**src/rtl/symfn_pkg.sv**
```systemverilog
package symfn_pkg;
  // start index of the carry chain belonging to triangle pass p
  function automatic int carry_off(input int n, input int p);
    return p * n - (p * (p - 1)) / 2;
  endfunction
endpackage

```
**src/rtl/symfn_minmax_cell.sv**
```systemverilog
module symfn_minmax_cell (
  input  logic a_i,
  input  logic b_i,
  output logic lo_o,
  output logic hi_o
);
  assign lo_o = a_i & b_i;
  assign hi_o = a_i | b_i;
endmodule

```
**src/rtl/symfn_minmax_tri.sv**
```systemverilog
module symfn_minmax_tri #(
  parameter int N = 4
) (
  input  logic [N-1:0] bits_i,
  output logic [N-1:0] thr_o   // thr_o[k-1] = at least k ones
);
  localparam int CW = symfn_pkg::carry_off(N, N - 1);

  logic [N-1:0][N-1:0] lane;
  logic [CW-1:0]       carry;

  assign lane[0] = bits_i;

  // pass p bubbles the largest remaining bit up to lane position N-1-p
  for (genvar p = 0; p < N - 1; p++) begin : g_pass
    localparam int OFF = symfn_pkg::carry_off(N, p);
    localparam int TOP = N - 1 - p;
    assign carry[OFF] = lane[p][0];
    for (genvar j = 0; j < TOP; j++) begin : g_cell
      symfn_minmax_cell cell_i (
        .a_i (carry[OFF+j]),
        .b_i (lane[p][j+1]),
        .lo_o(lane[p+1][j]),
        .hi_o(carry[OFF+j+1])
      );
    end
    assign lane[p+1][TOP] = carry[OFF+TOP];
    for (genvar j = TOP + 1; j < N; j++) begin : g_pass_thru
      assign lane[p+1][j] = lane[p][j];
    end
  end

  for (genvar i = 0; i < N; i++) begin : g_thr
    assign thr_o[i] = lane[N-1][N-1-i];
  end
endmodule

```
**src/rtl/symfn_xor_col.sv**
```systemverilog
module symfn_xor_col #(
  parameter int N = 4
) (
  input  logic [N-1:0] thr_i,
  input  logic [N:0]   mask_i,
  output logic         fn_o
);
  logic [N+1:0] thr_ext;
  logic [N+1:0] acc;

  assign thr_ext[0]   = 1'b1;
  assign thr_ext[N+1] = 1'b0;
  assign thr_ext[N:1] = thr_i;
  assign acc[0]       = 1'b0;

  for (genvar k = 0; k <= N; k++) begin : g_term
    logic thr_cp;   // copy of T_k+1 via XOR with constant 0
    logic exact;
    assign thr_cp   = thr_ext[k+1] ^ 1'b0;
    assign exact    = thr_ext[k] ^ thr_cp;
    assign acc[k+1] = acc[k] ^ (mask_i[k] & exact);
  end

  assign fn_o = acc[N+1];
endmodule

```
**src/rtl/symfn_mask_bank.sv**
```systemverilog
module symfn_mask_bank #(
  parameter int N  = 4,
  parameter int M  = 3,
  parameter int AW = 2
) (
  input  logic                clk_i,
  input  logic                rst_ni,
  input  logic                we_i,
  input  logic [AW-1:0]       addr_i,
  input  logic [N:0]          wdata_i,
  output logic [M-1:0][N:0]   masks_o
);
  for (genvar m = 0; m < M; m++) begin : g_mask
    always_ff @(posedge clk_i or negedge rst_ni) begin
      if (!rst_ni)                              masks_o[m] <= '0;
      else if (we_i && addr_i == AW'(m))        masks_o[m] <= wdata_i;
    end
  end
endmodule

```
**src/rtl/symfn_array.sv**
```systemverilog
module symfn_array #(
  parameter int N  = 4,
  parameter int M  = 3,
  parameter int AW = (M > 1) ? $clog2(M) : 1
) (
  input  logic          clk_i,
  input  logic          rst_ni,
  input  logic [N-1:0]  data_i,
  input  logic          cfg_we_i,
  input  logic [AW-1:0] cfg_addr_i,
  input  logic [N:0]    cfg_mask_i,
  output logic [M-1:0]  fn_o
);
  logic [N-1:0]      thr;
  logic [M-1:0][N:0] mask_q;
  logic [M-1:0]      fn_d;
  logic [M-1:0]      fn_q;

  symfn_minmax_tri #(.N(N)) tri_i (
    .bits_i(data_i),
    .thr_o (thr)
  );

  symfn_mask_bank #(.N(N), .M(M), .AW(AW)) bank_i (
    .clk_i  (clk_i),
    .rst_ni (rst_ni),
    .we_i   (cfg_we_i),
    .addr_i (cfg_addr_i),
    .wdata_i(cfg_mask_i),
    .masks_o(mask_q)
  );

  for (genvar m = 0; m < M; m++) begin : g_col
    symfn_xor_col #(.N(N)) col_i (
      .thr_i (thr),
      .mask_i(mask_q[m]),
      .fn_o  (fn_d[m])
    );
  end

  always_ff @(posedge clk_i or negedge rst_ni) begin
    if (!rst_ni) fn_q <= '0;
    else         fn_q <= fn_d;
  end

  assign fn_o = fn_q;
endmodule

```
**config.mk**
```make
export PLATFORM = sky130hd
export DESIGN_NAME = symfn_array
export DESIGN_NICKNAME = d
export VERILOG_FILES = /design/src/rtl/symfn_pkg.sv /design/src/rtl/symfn_minmax_cell.sv /design/src/rtl/symfn_minmax_tri.sv /design/src/rtl/symfn_xor_col.sv /design/src/rtl/symfn_mask_bank.sv /design/src/rtl/symfn_array.sv
export SDC_FILE = /design/constraint.sdc
export NUM_CORES = 1
export LEC_CHECK = 0
export BUFFER_PORTS_ARGS = -buffer_cell sky130_fd_sc_hd__buf_2
export CORE_MARGIN = 10
export CORE_UTILIZATION = 61
export CTS_BUF_LIST = sky130_fd_sc_hd__clkbuf_8
export DETAILED_ROUTE_END_ITERATION = 10
export HOLD_SLACK_MARGIN = 0.12
export PLACE_DENSITY_LB_ADDON = 0.08
export SLEW_MARGIN = 0
export SYNTH_ARGS = -nofsm -noshare
export SYNTH_HDL_FRONTEND = slang
export SYNTH_SLANG_ARGS = --single-unit
```
**constraint.sdc**
```tcl
create_clock -name clk_i -period 3.5 [get_ports clk_i]
set_input_delay 0.35 -clock clk_i [delete_from_list [all_inputs] [get_ports clk_i]]
set_output_delay 0.35 -clock clk_i [all_outputs]
set_load 0.005 [all_outputs]
```
**Word level (Yosys, flattened, before mapping)**

Cells that the tools add are included.

- Reduce and logical (&&, ||, !) cells: 4
- Bitwise gates (word level): 43
- Equal/unequal tests: 2

Operators with widths:

| kind | count |
|---|---|
| $and 1x1->1 | 21 |
| $xor 1x1->1 | 15 |
| $or 1x1->1 | 6 |
| $logic_and 1x1->1 | 3 |
| $eq 2x1->1 const B | 1 |
| $eq 2x2->1 const B | 1 |
| $logic_not 2->1 | 1 |
| $not 1->1 | 1 |

- Register bits after elaboration: 18
- Logic and storage cells: 53

**Longest topological paths before layout**

Gate-level depths: netlist of the first run.

- Depth in word-level cells: 10
- Depth in mapped cells: 8

**Hierarchy**

A second synthesis of the first run with hierarchy kept.

- Cell total of the unflattened synthesis: 121
- Area total of the unflattened synthesis: 1234.9 um2

Modules (own cells, without submodules):

| module | area each (um2) | seq. area each (um2) | cells each | times used |
|---|---|---|---|---|
| symfn_mask_bank | 578.1 | 375.4 | 33 | 1 |
| symfn_xor_col | 156.4 | 0.0 | 23 | 3 |
| symfn_minmax_cell | 13.8 | 0.0 | 2 | 6 |
| symfn_array | 75.1 | 75.1 | 3 | 1 |
| symfn_minmax_tri | 30.0 | 0.0 | 4 | 1 |

**Worst setup path before layout of the first run**

No wires, ideal clock.

- Path type: input-to-reg
- Start point: input port data_i[0]
- End point: register fn_q[0], in the netlist fn_o[0]
- Slack: 1.608 ns
- Cell stages on the path: 7
- Data arrival time: 1.758 ns
- Required time: 3.366 ns
- Library setup time: 0.134 ns
- Cells stage by stage: buf_2 and3_2 inv_1 ha_1 or3_1 nand3_1 xnor3_1

- Word-level cells in the longest chain between the ends: 10

Ends and longest elaborated chain:

| element | line | RTL |
|---|---|---|
| start, declared | symfn_array.sv:8 | `input logic [N-1:0] data_i,` |
| $or 1x1->1 | symfn_minmax_cell.sv:8 | `assign hi_o = a_i \| b_i;` |
| $and 1x1->1 / $or 1x1->1 (equally long branches) | symfn_minmax_cell.sv:7, symfn_minmax_cell.sv:8 |  |
| $or 1x1->1 / $and 1x1->1 (equally long branches) (2 in series) | symfn_minmax_cell.sv:8, symfn_minmax_cell.sv:7 |  |
| $xor 1x1->1 / $or 1x1->1 (equally long branches) | symfn_xor_col.sv:20, symfn_minmax_cell.sv:8 |  |
| $and 1x1->1 / $xor 1x1->1 (equally long branches) | symfn_xor_col.sv:21, symfn_xor_col.sv:20 |  |
| $xor 1x1->1 / $and 1x1->1 (equally long branches) | symfn_xor_col.sv:21 | `assign acc[k+1] = acc[k] ^ (mask_i[k] & exact);` |
| $xor 1x1->1 (2 in series) | symfn_xor_col.sv:21 |  |
| $xor 1x1->1 * | symfn_xor_col.sv:21 |  |
| net g_col[0].col_i.fn_o | symfn_xor_col.sv:6 | `output logic fn_o` |
| end signal, assigned | symfn_array.sv:43 | `else fn_q <= fn_d;` |
| end, declared | symfn_array.sv:17 | `logic [M-1:0] fn_q;` |

The timed path passes the listed nets; every way through them passes the cells marked *.
A chain may end at the register's enable or synchronous reset.

**Worst setup path in the final report of the first run**

- Start point: input port data_i[0]
- End point: register fn_q[1], in the netlist fn_o[1]

- Word-level cells in the longest chain between the ends: 10

Ends and longest elaborated chain:

| element | line |
|---|---|
| $or 1x1->1 | symfn_minmax_cell.sv:8 |
| $and 1x1->1 / $or 1x1->1 (equally long branches) | symfn_minmax_cell.sv:7, symfn_minmax_cell.sv:8 |
| $or 1x1->1 / $and 1x1->1 (equally long branches) (2 in series) | symfn_minmax_cell.sv:8, symfn_minmax_cell.sv:7 |
| $xor 1x1->1 / $or 1x1->1 (equally long branches) | symfn_xor_col.sv:20, symfn_minmax_cell.sv:8 |
| $and 1x1->1 / $xor 1x1->1 (equally long branches) | symfn_xor_col.sv:21, symfn_xor_col.sv:20 |
| $xor 1x1->1 / $and 1x1->1 (equally long branches) | symfn_xor_col.sv:21 |
| $xor 1x1->1 (2 in series) | symfn_xor_col.sv:21 |
| $xor 1x1->1 * | symfn_xor_col.sv:21 |
| net g_col[1].col_i.fn_o | symfn_xor_col.sv:6 |

Marked as above.

==> impl_metrics.env, run 1 <==
export IMPL_status="finished clean"
export IMPL_critPathKind="input port to register"
export IMPL_rsz0062_at_grt="no"
export IMPL_gp_congestion=0.839
export IMPL_nFillCells=115
export IMPL_post_drt_via_cell_ratio=5.59
export IMPL_clock_root_buffer="clkbuf_8"
export IMPL_wl_per_cell_um=14.9
export IMPL_met3_length_um=110
export IMPL_cp_top_family="simple AND/OR/NAND/NOR gates"
export IMPL_p_leak_nw=0.557
export IMPL_synth_seq_area_share_pct=45.6
export IMPL_ys_warn_count=0
export IMPL_synth_edf_count=0
export IMPL_yosysUniqueCellTypes=24
export IMPL_num_antenna_cells=0
export IMPL_htreeDepth=1
export IMPL_postRouteAntennaNets=0
export IMPL_maxCapViolCount=0
export IMPL_period_share_pct=49.3
export IMPL_dieArea_mm2=0.00363
export IMPL_cp_endpoint="fn_o[1]$_DFF_PN0_"
export IMPL_cts_buffers=3
export IMPL_setup_slack_ns=1.77
export IMPL_die_h_um=60.2
export IMPL_clkSinkCount=18
export IMPL_cpPeakStageDelay_ns=0.41
export IMPL_crit_path_max_fanout=7
export IMPL_final_net_count=116
export IMPL_worstPathArrival_ns=1.86
export IMPL_r2r_start="bank_i.masks_o[6]$_DFFE_PN0P_"
export IMPL_drt_met1_wl_um=870
export IMPL_r2r_end="fn_o[1]$_DFF_PN0_"
export IMPL_cts_tree="built"
export IMPL_path_cells="buf_2 -> maj3_1 -> nand2_1 -> ha_1 -> or3_1 -> nand3_1 -> xnor3_1"
export IMPL_cp_slowest_cell="or3_1"
export IMPL_power_density_mw_per_mm2=498
export IMPL_worst_setup_path_start_kind="input port"
export IMPL_first_pass_iters=4
export IMPL_peakVddDrop_uv=416
export IMPL_async_reset_ff_share_pct=100
export IMPL_synth_cells=80
export IMPL_reg2reg_slack_ns=2.16
export IMPL_end_kind="register"
export IMPL_die_x_um=60.2
export IMPL_drive_above_1_share_pct=40.4
export IMPL_cts_resized_gates=0
export IMPL_fin_tns_setup_ns=0
export IMPL_setup_viol=0
export IMPL_grt_max_degree=19
export IMPL_cp_num_buf_inv=1
export IMPL_grt_first_pass_wirelength_mm=2.93
export IMPL_cp_required_ns=3.63
export IMPL_final_hold_violation_count=0
export IMPL_grt_use_total_pct=11.0
export IMPL_ys_ff_latch=18
export IMPL_port_buffers=16
export IMPL_finalCriticalPeriod_ns=1.73
export IMPL_syn_avg_cell_area_um2=12.3
export IMPL_synth_nets=96
export IMPL_clock_path_buffers=2
export IMPL_relSlewSlack_pct=45.1
export IMPL_slew_viol_final=0
export IMPL_core_region_area_mm2=0.00152
export IMPL_final_common_cell="dfrtp_1"
export IMPL_core_rowCount=14
export IMPL_mostFrequentLayoutCells="dfrtp_1, buf_2, mux2_2, nand2_1, a211oi_1"
export IMPL_initial_core_util_pct=64.8
export IMPL_worstSkewPairLatency_ns=0.25
export IMPL_synth_area_leaders="dfrtp_1, mux2_2, xnor3_1"
export IMPL_hp_class="input port to register"
export IMPL_cp_depth=7
export IMPL_ios=17
export IMPL_synth_top_cell_area_share_pct=45.6
export IMPL_dp_final_hpwl_mm=1.33
export IMPL_area_delta_synth_final_pct=15.7
export IMPL_min_from="cfg_mask_i[4]"
export IMPL_gr_total_overflow=0
export IMPL_synth_ff_type="dfrtp_1"
export IMPL_met2WireLength_um=699
export IMPL_finClkSkew_ns=0.00123
export IMPL_antenna_found_initial=0
export IMPL_place_ws_ns=1.50
export IMPL_drc=0
export IMPL_drtIter0Drc=8
export IMPL_path_clk_slew_ns=0.07
export IMPL_tightest_slew_ns=0.822
export IMPL_num_vias=643
export IMPL_top_layer="met4"
export IMPL_synth_area_um2=987
export IMPL_fmax_ghz=0.579
export IMPL_yosysTopAreaCell="dfrtp_1"
export IMPL_first_global_vias=662
export IMPL_drt_wl_total_mm=1.71
export IMPL_ff2ff_path_depth=3
export IMPL_crit_start="data_i[0]"
-- final cells by class --
class                           count  area (µm²)  share of cell area, %
Timing Repair Buffer               17        90.1                   7.89
Clock buffer                        4        55.1                   4.82
Multi-Input combinational cell     58         519                   45.5
Inverter                            2        7.51                  0.657
Tap cell                           16        20.0                   1.75
Sequential cell                    18         450                   39.4
-- per-stage QoR --
stage               total power [W]  hold slack, ns  cells  utilization [%]  instance area [µm²]
detailed placement         0.000406           0.296    110             70.7                 1080
finish                     0.000569           0.352    115             75.0                 1140
global placement           0.000401           0.289    110             70.7                 1080
CTS                        0.000575           0.349    115             75.0                 1140
global route               0.000605           0.343    115             75.0                 1140
floorplan                  0.000360          0.0544     80                -                  987
-- synthesized netlist by cell type (2+ instances only) --
library cell and number:
xnor3_1 3, and3_2 3, ha_1 2, nand2_1 7, nor2b_1 2, nand3b_1 2, buf_2 2, dfrtp_1 18
mux2_2 15, xnor2_1 4, and3b_1 2, nand3_1 3, a211oi_1 5, inv_1 2
-- flip-flops by register name, summed over array words and instances, names as in the netlist --
| name | count |
|---|---|
| fn_o | 3 |
| bank_i.masks_o | 15 |
-- where the power goes --
group          internal (W)  total (W)  switching (W)  leakage (nW)
clock              0.000100   0.000169      0.0000691        0.0288
sequential         0.000254   0.000274      0.0000198         0.214
combinational     0.0000778   0.000125      0.0000476         0.314
total              0.000432   0.000569       0.000136         0.557
-- routing by layer --
layer  vias up  global-route usage [%]
met1       290                    14.3
met3         5                    4.66
met4         0                    5.77
li1        332                       -
met5         -                       0
met2        16                    14.9
-- kinds of logic (layout without fill, tap and decap cells) --
family | count (synthesis) | in the layout | share of synthesized area, %
AOI/OAI and AO/OA | 7 | 7 | 4.82
xor gates and xnor gates | 7 | 7 | 10.4
adders and majority gates | 3 | 3 | 3.55
buffers and inverters | 4 | 23 | 1.77
DFF | 18 | 18 | 45.6
muxes | 15 | 15 | 17.1
and+or+nand+nor | 26 | 26 | 16.7
-- what timing repair did --
item	CTS	global route
hold buffers	1	0
endpoints found under the hold margin	18	0
setup buffers	0	0
-- how the worst min path moves through the flow --
stage | end | slack [ns] | cells past startpoint
2_1_floorplan | bank_i.masks_o[0]$_DFFE_PN0P_ | 0.05 | 0
3_3_place_gp | bank_i.masks_o[9]$_DFFE_PN0P_ | 0.29 | 1
3_5_place_dp | bank_i.masks_o[4]$_DFFE_PN0P_ | 0.30 | 1
4_1_cts | bank_i.masks_o[12]$_DFFE_PN0P_ | 0.35 | 2
5_1_grt | bank_i.masks_o[8]$_DFFE_PN0P_ | 0.34 | 2
6_report | bank_i.masks_o[14]$_DFFE_PN0P_ | 0.35 | 2
Note: power is estimated with default switching activity, not from simulation.
==> run 2: changes to the inputs <==
--- a/config.mk
+++ b/config.mk
@@ -5,9 +5,10 @@
 export SDC_FILE = /design/constraint.sdc
 export NUM_CORES = 1
 export LEC_CHECK = 0
+export ABC_AREA = 1
 export BUFFER_PORTS_ARGS = -buffer_cell sky130_fd_sc_hd__buf_2
 export CORE_MARGIN = 10
-export CORE_UTILIZATION = 61
+export CORE_UTILIZATION = 57
 export CTS_BUF_LIST = sky130_fd_sc_hd__clkbuf_8
 export DETAILED_ROUTE_END_ITERATION = 10
 export HOLD_SLACK_MARGIN = 0.12
==> constraint.sdc (replaced) <==
create_clock -name clk_i -period 1.8 [get_ports clk_i]
set_input_delay 0.18 -clock clk_i [delete_from_list [all_inputs] [get_ports clk_i]]
set_output_delay 0.18 -clock clk_i [all_outputs]
set_load 0.005 [all_outputs]
==> impl_metrics.env, run 2 <==
export IMPL_num_vias=963
export IMPL_setup_viol=0
export IMPL_grt_first_pass_wirelength_mm=3.79
export IMPL_largest_reg_flops=15
export IMPL_end_kind="register"
export IMPL_peakVddDrop_uv=672
export IMPL_nFillCells=148
export IMPL_path_clk_slew_ns=0.07
export IMPL_drtIter0Drc=45
export IMPL_worstPathArrival_ns=1.46
export IMPL_initial_core_util_pct=60.3
export IMPL_synth_edf_count=0
export IMPL_gp_congestion=0.906
export IMPL_fin_area_mm2=0.00122
export IMPL_die_x_um=62.7
export IMPL_clock_path_buffers=2
export IMPL_rsz0062_at_grt="no"
export IMPL_wl_per_cell_um=12.2
export IMPL_finClkSkew_ns=0.00248
export IMPL_synth_compound_area_share_pct=8.65
export IMPL_grt_max_degree=19
export IMPL_dp_final_hpwl_mm=1.73
export IMPL_ys_warn_count=0
export IMPL_clkSinkCount=18
export IMPL_reg2reg_slack_ns=0.76
export IMPL_area_delta_synth_final_pct=16.9
export IMPL_synth_area_leaders="dfrtp_1, nand2_1, inv_1"
export IMPL_gr_total_overflow=0
export IMPL_crit_path_max_fanout=5
export IMPL_slew_viol_final=0
export IMPL_synth_cells=140
export IMPL_synth_area_mm2=0.00104
export IMPL_cp_required_ns=1.94
export IMPL_drt_wl_total_mm=2.27
export IMPL_die_h_um=62.7
export IMPL_cts_buffers=3
export IMPL_cp_slowest_cell="ha_1"
export IMPL_dpl_cell_area_mm2=0.00115
export IMPL_final_net_count=178
export IMPL_dp_cells=181
export IMPL_synth_fa_ha_area_share_pct=2.40
export IMPL_p_leak_nw=0.692
export IMPL_critPathKind="input port to register"
export IMPL_power_density_mw_per_mm2=881
export IMPL_drive_above_1_share_pct=19.3
export IMPL_synthMuxAreaShare_pct=0
export IMPL_final_cells=186
export IMPL_final_hold_violation_count=0
export IMPL_synth_ff_type="dfrtp_1"
export IMPL_htreeDepth=1
export IMPL_yosysTopAreaCell="dfrtp_1"
export IMPL_ys_ff_latch=18
export IMPL_yosysMostFrequentCell="nand2_1"
export IMPL_tightest_slew_ns=0.399
export IMPL_clock_root_buffer="clkbuf_8"
export IMPL_synth_top_family_by_area="simple AND/OR/NAND/NOR gates"
export IMPL_yosysUniqueCellTypes=15
export IMPL_grt_use_total_pct=11.6
export IMPL_postRouteAntennaNets=0
export IMPL_maxCapViolCount=0
export IMPL_post_drt_via_cell_ratio=5.18
export IMPL_drc=0
export IMPL_dieArea_mm2=0.00394
export IMPL_core_rowCount=15
export IMPL_synthXorXnorAreaFrac_pct=1.68
export IMPL_synth_commonest_cells="nand2_1, inv_1, dfrtp_1, o21ai_0, nand3_1"
export IMPL_cp_top_family="simple AND/OR/NAND/NOR gates"
export IMPL_ios=17
export IMPL_hp_class="input port to register"
export IMPL_num_antenna_cells=0
export IMPL_worst_setup_path_start_kind="input port"
export IMPL_antenna_found_initial=0
export IMPL_path_cells="buf_2 -> nand2_1 -> nand2_1 -> nand2_4 -> nor2_1 -> inv_1 -> ha_1 -> inv_1 -> nand2_4 -> nand3_2 -> nand2_1 -> nand2_1 -> inv_1 -> nand2_1 -> nand2_1"
export IMPL_relSlewSlack_pct=73.4
export IMPL_period_share_pct=73.1
export IMPL_first_pass_iters=4
export IMPL_cts_tree="built"
export IMPL_syn_avg_cell_area_um2=7.44
export IMPL_synth_nets=156
export IMPL_port_buffers=16
export IMPL_status="finished clean"
export IMPL_cp_num_buf_inv=4
export IMPL_synth_simple_area_share_pct=35.0
export IMPL_async_reset_ff_share_pct=100
export IMPL_finalCriticalPeriod_ns=1.32
export IMPL_regArea_um2=450
export IMPL_first_global_vias=928
export IMPL_mostFrequentLayoutCells="nand2_1, inv_1, dfrtp_1, buf_2, o21ai_0"
export IMPL_cp_common_cell="nand2_1"
export IMPL_fmax_ghz=0.760
export IMPL_multiInputGateArea_um2=497
export IMPL_worstSkewPairLatency_ns=0.25
export IMPL_cpPeakStageDelay_ns=0.20
export IMPL_synth_top_cell_area_share_pct=43.3
export IMPL_regMostFlops="bank_i.masks_o"
export IMPL_core_region_area_mm2=0.00173
export IMPL_fin_tns_setup_ns=0
export IMPL_synth_seq_area_share_pct=43.3
export IMPL_final_common_cell="nand2_1"
-- run 2: metal layers --
metal / part of all wire [%] / global-route usage [%] / vias up
li1: - / - / 476
met4: 2.2 / 4.19 / 0
met2: 46 / 19.7 / 42
met3: 8.5 / 4.66 / 8
met5: 0 / 0 / -
met1: 43 / 12.6 / 437
-- run 2: path summary, 6_finish.rpt --
check                                                from                             end  cells past startpoint
max                                             data_i[0]               fn_o[1]$_DFF_PN0_                     15
min                                         cfg_mask_i[1]  bank_i.masks_o[11]$_DFFE_PN0P_                      3
max reg2reg                bank_i.masks_o[10]$_DFFE_PN0P_               fn_o[2]$_DFF_PN0_                      6
min reg2reg                 bank_i.masks_o[9]$_DFFE_PN0P_   bank_i.masks_o[9]$_DFFE_PN0P_                      2
max in group asynchronous                          rst_ni   bank_i.masks_o[3]$_DFFE_PN0P_                      2
min in group asynchronous                          rst_ni               fn_o[1]$_DFF_PN0_                      2
-- run 2: logic make-up after synthesis --
logic type / after synthesis
AO/OA/AOI/OAI: 17
XOR/XNOR: 2
AND/OR/NAND/NOR: 76
flip-flops: 18
buffers and inverters: 25
adder cells (fa/ha/maj): 2
-- run 2: worst register-to-register path, cell delays in order, from the launching register on --
cell      delay, ns
dfrtp_1        0.35
inv_1          0.05
nor2_1         0.18
o21bai_1       0.16
nand2_1        0.07
nand3_1        0.08
nand2_1        0.05
-- run 2: final cells by class --
class | count | share of cell area [%]
Clock buffer | 4 | 4.52
Sequential cell | 18 | 37.0
Timing Repair Buffer | 17 | 7.40
Multi-Input combinational cell | 97 | 40.8
Tap cell | 25 | 2.57
Inverter | 25 | 7.71
-- run 2: report_power, final --
| group | leakage (nW) | internal [W] | switching, W |
|---|---|---|---|
| Sequential | 0.225 | 0.000475 | 0.0000396 |
| Clock | 0.0288 | 0.000194 | 0.000129 |
| Combinational | 0.438 | 0.0000928 | 0.000141 |
| Total | 0.692 | 0.000762 | 0.000310 |
-- run 2: metrics by stage --
step                      utilization [%]  hold WS (ns)  setup WS [ns]  total power [W]
after floorplan                         -        -0.116          0.495         0.000668
after global placement               66.7         0.127          0.295         0.000740
after detailed placement             66.7         0.128          0.261         0.000750
after CTS                            70.5         0.220          0.481          0.00107
after global routing                 70.5         0.234          0.313          0.00114
final                                70.5         0.212          0.484          0.00107
-- run 2: what timing repair did --
| item | 4_1_cts | 5_1_grt |
|---|---|---|
| setup buffers | 0 | 0 |
| hold buffers | 1 | 0 |
| hold endpoints to repair | 18 | 0 |
| gates resized for setup | 0 | 0 |
